`config.mk`:
```
export PLATFORM = sky130hd
export DESIGN_NAME = mc_hash_gen
export DESIGN_NICKNAME = d
export VERILOG_FILES = /design/src/rtl/mc_hash_pkg.sv /design/src/rtl/mc_hash_lfsr_step.sv /design/src/rtl/mc_hash_seq.sv /design/src/rtl/mc_hash_capture.sv /design/src/rtl/mc_hash_gen.sv
export SDC_FILE = /design/constraint.sdc
export NUM_CORES = 1
export LEC_CHECK = 0
export BUFFER_PORTS_ARGS = -buffer_cell sky130_fd_sc_hd__buf_2
export CORE_MARGIN = 2
export CORE_UTILIZATION = 35
export CTS_BUF_LIST = sky130_fd_sc_hd__clkbuf_8 sky130_fd_sc_hd__clkbuf_16
export CTS_CLUSTER_SIZE = 12
export DETAILED_ROUTE_END_ITERATION = 10
export GPL_TIMING_DRIVEN = 0
export PLACE_DENSITY = 0.59
export SETUP_SLACK_MARGIN = 0.05
export SLEW_MARGIN = 20
export SYNTH_ARGS = -nofsm -noshare
export SYNTH_HDL_FRONTEND = slang
export SYNTH_SLANG_ARGS = --single-unit
```
`constraint.sdc`:
```
create_clock -name clk_i -period 1.9 [get_ports clk_i]
set_input_delay 0.19 -clock clk_i [delete_from_list [all_inputs] [get_ports clk_i]]
set_output_delay 0.19 -clock clk_i [all_outputs]
set_load 0.005 [all_outputs]
```
`src/rtl/mc_hash_pkg.sv`:
```
package mc_hash_pkg;
  localparam int unsigned NIB_W = 4;
  localparam int unsigned CRC_W = 32;
  localparam logic [CRC_W-1:0] CRC_POLY   = 32'h04C1_1DB7;
  localparam logic [CRC_W-1:0] CRC_PRESET = '1;

  typedef enum logic {
    ST_HUNT,
    ST_DATA
  } rx_state_e;
endpackage

```
`src/rtl/mc_hash_lfsr_step.sv`:
```
module mc_hash_lfsr_step #(
  parameter int unsigned CRC_W = 32,
  parameter int unsigned DW = 4,
  parameter logic [CRC_W-1:0] POLY = 32'h04C1_1DB7
) (
  input  logic [CRC_W-1:0] crc_i,
  input  logic [DW-1:0]    data_i,
  output logic [CRC_W-1:0] crc_o
);
  logic [CRC_W-1:0] stage [DW+1];

  assign stage[0] = crc_i;

  // bit 0 of the nibble goes in first
  for (genvar b = 0; b < DW; b++) begin : g_bit
    logic fb;
    assign fb = stage[b][CRC_W-1] ^ data_i[b];
    assign stage[b+1] = {stage[b][CRC_W-2:0], 1'b0} ^ (fb ? POLY : '0);
  end

  assign crc_o = stage[DW];
endmodule

```
`src/rtl/mc_hash_seq.sv`:
```
module mc_hash_seq
  import mc_hash_pkg::*;
#(
  parameter int unsigned DA_NIBS = 12,
  parameter logic [NIB_W-1:0] SFD_NIB = 4'hD
) (
  input  logic             clk_i,
  input  logic             rst_ni,
  input  logic             rx_dv_i,
  input  logic [NIB_W-1:0] rxd_i,
  output logic             data_nib_o,
  output logic             first_nib_o,
  output logic             last_da_nib_o
);
  localparam int unsigned CNT_W = $clog2(DA_NIBS + 1);

  rx_state_e        state_q;
  logic [CNT_W-1:0] cnt_q;

  assign data_nib_o    = rx_dv_i && (state_q == ST_DATA);
  assign first_nib_o   = data_nib_o && (cnt_q == '0);
  assign last_da_nib_o = data_nib_o && (cnt_q == CNT_W'(DA_NIBS - 1));

  always_ff @(posedge clk_i or negedge rst_ni) begin
    if (!rst_ni) begin
      state_q <= ST_HUNT;
      cnt_q   <= '0;
    end else if (!rx_dv_i) begin
      state_q <= ST_HUNT;
      cnt_q   <= '0;
    end else if (state_q == ST_HUNT) begin
      if (rxd_i == SFD_NIB) state_q <= ST_DATA;
    end else if (cnt_q != CNT_W'(DA_NIBS)) begin
      cnt_q <= cnt_q + 1'b1;  // saturates once the address is in
    end
  end
endmodule

```
`src/rtl/mc_hash_capture.sv`:
```
module mc_hash_capture #(
  parameter int unsigned IDX_W = 9
) (
  input  logic             clk_i,
  input  logic             rst_ni,
  input  logic             rx_dv_i,
  input  logic             first_nib_i,
  input  logic             group_bit_i,
  input  logic             last_da_nib_i,
  input  logic [IDX_W-1:0] idx_i,
  output logic [IDX_W-1:0] idx_o,
  output logic             valid_o
);
  logic mcast_q;

  always_ff @(posedge clk_i or negedge rst_ni) begin
    if (!rst_ni) begin
      mcast_q <= 1'b0;
      idx_o   <= '0;
      valid_o <= 1'b0;
    end else if (!rx_dv_i) begin
      mcast_q <= 1'b0;
      idx_o   <= '0;
      valid_o <= 1'b0;
    end else begin
      if (first_nib_i) mcast_q <= group_bit_i;
      if (last_da_nib_i && mcast_q) begin
        idx_o   <= idx_i;
        valid_o <= 1'b1;
      end
    end
  end
endmodule

```
`src/rtl/mc_hash_gen.sv`:
```
module mc_hash_gen
  import mc_hash_pkg::*;
#(
  parameter int unsigned IDX_W = 9,
  parameter int unsigned DA_BYTES = 6,
  parameter logic [NIB_W-1:0] SFD_NIB = 4'hD
) (
  input  logic             clk_i,
  input  logic             rst_ni,
  input  logic             rx_dv_i,
  input  logic [NIB_W-1:0] rxd_i,
  output logic [IDX_W-1:0] hash_idx_o,
  output logic             hash_valid_o
);
  localparam int unsigned DA_NIBS = DA_BYTES * 8 / NIB_W;

  logic             data_nib, first_nib, last_da_nib;
  logic [CRC_W-1:0] crc_q, crc_d;

  mc_hash_seq #(
    .DA_NIBS (DA_NIBS),
    .SFD_NIB (SFD_NIB)
  ) u_seq (
    .clk_i         (clk_i),
    .rst_ni        (rst_ni),
    .rx_dv_i       (rx_dv_i),
    .rxd_i         (rxd_i),
    .data_nib_o    (data_nib),
    .first_nib_o   (first_nib),
    .last_da_nib_o (last_da_nib)
  );

  mc_hash_lfsr_step #(
    .CRC_W (CRC_W),
    .DW    (NIB_W),
    .POLY  (CRC_POLY)
  ) u_step (
    .crc_i  (crc_q),
    .data_i (rxd_i),
    .crc_o  (crc_d)
  );

  always_ff @(posedge clk_i or negedge rst_ni) begin
    if (!rst_ni)       crc_q <= CRC_PRESET;
    else if (!rx_dv_i) crc_q <= CRC_PRESET;
    else if (data_nib) crc_q <= crc_d;
  end

  mc_hash_capture #(
    .IDX_W (IDX_W)
  ) u_cap (
    .clk_i         (clk_i),
    .rst_ni        (rst_ni),
    .rx_dv_i       (rx_dv_i),
    .first_nib_i   (first_nib),
    .group_bit_i   (rxd_i[0]),
    .last_da_nib_i (last_da_nib),
    .idx_i         (crc_d[CRC_W-1 -: IDX_W]),
    .idx_o         (hash_idx_o),
    .valid_o       (hash_valid_o)
  );
endmodule

```
Yosys cells after proc, flatten, opt, wreduce, memory -nomap -nowiden
Index checks and enable logic that the tools add are counted.
- muxes and demuxes: 18
- eq/ne operators: 8
- add/subtract/negate cells: 1
- bitwise operators: 8
- reduce and logical (&&, ||, !) cells: 6
- operators by type and width (operator ; number):
    bitwise XOR 32 bit ; 4
    two-way mux 27 bit ; 4
    two-way mux 32 bit ; 2
    two-way mux 9 bit ; 2
    two-way mux 4 bit ; 3
    != test 2 x 1 -> 1 bit, second input constant ; 5
    equality test 4 bit, second input constant ; 2
    two-way mux 1 bit ; 7
    adder 4 x 1 -> 4 bit, second input constant ; 1
    logical AND 1 bit ; 4
    logical NOT 4 bit ; 1
    != test 4 bit, second input constant ; 1
    bitwise XOR 1 bit ; 4
    AND reduction 2 bit ; 1
- register bits: 48
- output and inout port bits: 10
- word-level logic and storage cells: 47

Depth between registers and ports, before layout
- depth after elaboration: 14
- mapped depth: 6

Hierarchy
Synthesis repeated with hierarchy kept, for this count alone.
- cell total of the unflattened synthesis: 233
- area total of the unflattened synthesis: 2942.8 µm²
- modules (own cells, without submodules) (module ; cells an instance ; area an instance (µm²) ; sequential area each (µm²) ; times used):
    mc_hash_gen ; 103 ; 1348.8 ; 840.8 ; 1
    mc_hash_lfsr_step ; 52 ; 817.0 ; 0.0 ; 1
    mc_hash_capture ; 47 ; 478.0 ; 275.3 ; 1
    mc_hash_seq ; 31 ; 299.0 ; 125.1 ; 1

Worst setup path before layout
OpenSTA, ideal clock, no wires.
- path kind: register -> register
- start point: register crc_q[31]
- end point: register crc_q[11]
- arrival: 1539 ps
- clock period less this slack: 1617 ps
- stages on the path, launching flop included: 5
- library setup time: 79 ps
- slack: 283 ps
- buffers on the path: 0
- cell sequence: dfstp_2 > xnor2_4 > xnor3_2 > xnor2_1 > o21ai_0
- longest elaborated chain between the ends: 8
- RTL lines (what ; RTL line ; text):
    start, declared ; mc_hash_gen.sv:18 ; logic [CRC_W-1:0] crc_q, crc_d;
    start signal, assigned ; mc_hash_gen.sv:46 ; else if (data_nib) crc_q <= crc_d;
    bitwise XOR 1 bit ; mc_hash_lfsr_step.sv:17 ; assign fb = stage[b][CRC_W-1] ^ data_i[b];
    two-way mux 27 bit ; mc_hash_lfsr_step.sv:18 ; assign stage[b+1] = {stage[b][CRC_W-2:0], 1'b0} ^ (fb ? POLY : '0);
    bitwise XOR 32 bit (4 in a row) ; mc_hash_lfsr_step.sv:18 ;
    two-way mux 32 bit ; mc_hash_gen.sv:46 ;
    two-way mux 32 bit ; mc_hash_gen.sv:45 ; else if (!rx_dv_i) crc_q <= CRC_PRESET;
No other way between the ends. The select of a mux whose other input is x is not followed.
A chain may end at the register's enable or synchronous reset.

Worst setup path in the final report
- start point: register crc_q[28]
- end point: register crc_q[11]
- longest elaborated chain between the ends: 8
- RTL lines (what ; RTL line):
    bitwise XOR 32 bit (3 in a row) ; mc_hash_lfsr_step.sv:18
    bitwise XOR 1 bit ; mc_hash_lfsr_step.sv:17
    two-way mux 27 bit ; mc_hash_lfsr_step.sv:18
    bitwise XOR 32 bit ; mc_hash_lfsr_step.sv:18
    two-way mux 32 bit ; mc_hash_gen.sv:46
    two-way mux 32 bit ; mc_hash_gen.sv:45
No other way between the ends. The select of a mux whose other input is x is not followed.

==> impl_metrics.env <==
export IMPL_ant_nets=0
export IMPL_worstPathArrival_ps=1970
export IMPL_critPathMaxFanout=7
export IMPL_grt_max_degree=49
export IMPL_vias=1642
export IMPL_hold_class="in2reg"
export IMPL_ys_seq_elements=48
export IMPL_final_nets=258
export IMPL_cp_required_ps=2120
export IMPL_synth_top_family_by_area="XOR/XNOR gates"
export IMPL_ir_drop_uv=424.4
export IMPL_drc=0
export IMPL_r2r_cells=4
export IMPL_postSynth_asyncResetShare=1.000
export IMPL_syn_area_um2=2411
export IMPL_cts_tree="yes"
export IMPL_ys_types=33
export IMPL_ys_flop_type="dfstp_2"
export IMPL_synth_xor_area_share=0.1998
export IMPL_setup_viol=0
export IMPL_post_route_cells_drive_above_1_share=0.2610
export IMPL_rows=30
export IMPL_dieArea_um2=7569
export IMPL_synth_adder_area_share=0.01038
export IMPL_worstHoldPathCells=3
export IMPL_cts_setup_buffers=0
export IMPL_use_met2=0.2595
export IMPL_yosys_warnings=0
export IMPL_grt_usage=0.1561
export IMPL_grt_use_met1=0.2080
export IMPL_total_power_mw=2.248
export IMPL_end_kind="flop"
export IMPL_power_share_clock=0.385
export IMPL_period_share=0.9185
export IMPL_cts_max_path_buffers=2
export IMPL_slew_viol_final=0
export IMPL_cellPowerDensity_nw_per_um2=818.7
export IMPL_sw_frac_of_total=0.2377
export IMPL_use_met3=0.02844
export IMPL_insertion_delay_ps=300
export IMPL_drtIter0Drc=99
export IMPL_ios=17
export IMPL_antenna_cells=0
export IMPL_syn_area_per_cell_um2=10.72
export IMPL_antenna_found_initial=0
export IMPL_syn_to_final_growth_pct=13.86
export IMPL_clock_sinks=48
export IMPL_core_area_um2=6719
export IMPL_power_leakage_nw=1.140
export IMPL_clkTransAtPathRegs_ps=90
export IMPL_gp_congestion=0.7461
export IMPL_synth_seq_area_share=0.5148
export IMPL_htreeDepth=2
export IMPL_busiest_layer="met2"
export IMPL_crit_type="reg2reg"
export IMPL_rsz0062_at_grt="true"
export IMPL_synth_mux_area_frac=0.02076
export IMPL_syn_inst=225
export IMPL_p_int_mw=1.713
export IMPL_synth_compound_area_frac=0.1033
export IMPL_grt_pass1_wl_um=9045
export IMPL_p_seq_frac=0.482
export IMPL_tightestPinTransition_ps=614.7
export IMPL_vias_per_cell=4.991
export IMPL_cts_buffers=5
export IMPL_finalHoldViolations=0
export IMPL_dr_pass1_iters=4
export IMPL_pwr_share_comb=0.133
export IMPL_synth_edf_count=0
export IMPL_cap_violations=0
export IMPL_first_global_vias=1751
export IMPL_port_buffers=16
export IMPL_status="finished, final reports clean"
export IMPL_max_freq_ghz=0.5730
export IMPL_die_y_um=87
export IMPL_routed_wl_um=5076
export IMPL_start_util=0.3588
export IMPL_relSlewSlack=0.5902
export IMPL_synth_nets=234
export IMPL_tns_ps=0
export IMPL_dp_hpwl_um=3428
export IMPL_netSwitchingPower_mw=0.5343
export IMPL_routedWlPerCell_um=15.43
export IMPL_synthSimpleGateAreaFrac=0.1225
export IMPL_grt_overflow_total=0
export IMPL_skew_ps=11.12
export IMPL_startpoint_type="flop"
export IMPL_fillCellCount=668
export IMPL_cts_root_buf="clkbuf_8"
export IMPL_min_period_ps=1745
export IMPL_die_x_um=87
## cell families after synthesis
kind of cell / after synthesis
AND/OR/NAND/NOR: 67
flip-flops: 48
AO/OA/AOI/OAI: 47
XOR/XNOR: 38
buffers and inverters: 18
multiplexers: 5
adder cells (fa/ha/maj): 2
## cell type report
class | instances | area [µm²] | area share
flip-flops and latches | 48 | 1241 | 0.4521
well taps | 80 | 100.1 | 0.03646
clock buffers | 5 | 68.82 | 0.02507
clock inverters | 2 | 60.06 | 0.02188
repair buffers | 17 | 92.59 | 0.03373
plain buffers | 13 | 51.30 | 0.01869
multi-input cells | 159 | 1112 | 0.4052
inverters | 5 | 18.77 | 0.006837
## cells in the mapped netlist, types with 2 or more instances
master     n  area, µm²
xnor2_4    4      110.1
nor2_1    23      86.33
xnor3_2    2      47.55
nor3_1     3      15.01
nand3_1   13      65.06
inv_1      5      18.77
xnor2_1   21      183.9
xor2_1     7      61.31
nand2_1   22      82.58
clkbuf_1  10      37.54
dfrtp_1   16      400.4
dfstp_2   32      840.8
ha_1       2      25.02
o211ai_1   2      15.01
a21oi_1   14      70.07
buf_1      2      7.510
o21ai_1    3      15.01
mux2i_1    5      50.05
o21ai_0   24      120.1
a31oi_1    2      12.51
## cell usage in the layout (no fill, tap or decap), types with 3 or more instances in the layout
cell	netlist	routed
dfstp_2	32	32
o21ai_0	24	24
nor2_1	23	23
nand2_1	22	22
xnor2_1	21	21
buf_2	1	16
dfrtp_1	16	16
a21oi_1	14	14
nand3_1	13	13
clkbuf_1	10	8
xor2_1	7	7
inv_1	5	5
mux2i_1	5	5
xnor2_4	4	5
clkbuf_8	0	5
buf_1	2	3
o21ai_1	3	3
nor3_1	3	3
## power groups by stage
stage / combinational [mW] / clock [mW] / sequential, mW
2_1_floorplan: 0.211 / 0 / 1.10
3_3_place_gp: 0.295 / 0 / 1.10
3_5_place_dp: 0.296 / 0 / 1.10
4_1_cts: 0.298 / 0.891 / 1.08
5_1_grt: 0.331 / 0.927 / 1.09
6_report: 0.299 / 0.866 / 1.08
## worst paths after layout
check / start / slack, ps / end
max reg2reg: crc_q[28] / 150 / crc_q[11]
max in group asynchronous: rst_ni / 1060 / crc_q[11]
min in group asynchronous: rst_ni / 430 / u_cap.idx_o[3]
max: crc_q[28] / 150 / crc_q[11]
min reg2reg: u_cap.valid_o / 500 / u_cap.valid_o
min: rxd_i[3] / 210 / u_seq.state_q
## critical path, stage by stage, from the launching register on
cell,delay (ps)
dfstp_2,590
xnor2_4,220
xnor3_2,560
xnor2_1,140
o21ai_0,140
## layer usage
layer	vias up	wire (µm)
li1	800	-
met1	811	2423
met2	24	2425
met3	7	179
met4	0	48
met5	-	0
## stage by stage
step,instances,utilization,setup slack (ps),hold slack (ps),area (µm²)
finish,329,0.4086,154.8,212.2,2745
global route,329,0.4086,16.70,222.6,2745
CTS,328,0.4048,59.78,115.1,2720
detailed placement,321,0.3857,108.1,454.0,2591
global placement,321,0.3857,117.0,442.2,2591
floorplan,225,-,282.6,-105.6,2411
## flip-flops by register name (all words and copies together), names as in the netlist
signal / flops
u_cap.valid_o: 1
crc_q: 32
u_seq.cnt_q: 4
u_cap.mcast_q: 1
u_cap.idx_o: 9
u_seq.state_q: 1
## repair_timing
action,4_1_cts,5_1_grt
gates resized for setup,0,4
hold buffers,0,1
hold endpoints to repair,0,16
endpoints found under the setup margin,0,10
Note: power is estimated with default switching activity, not from simulation.
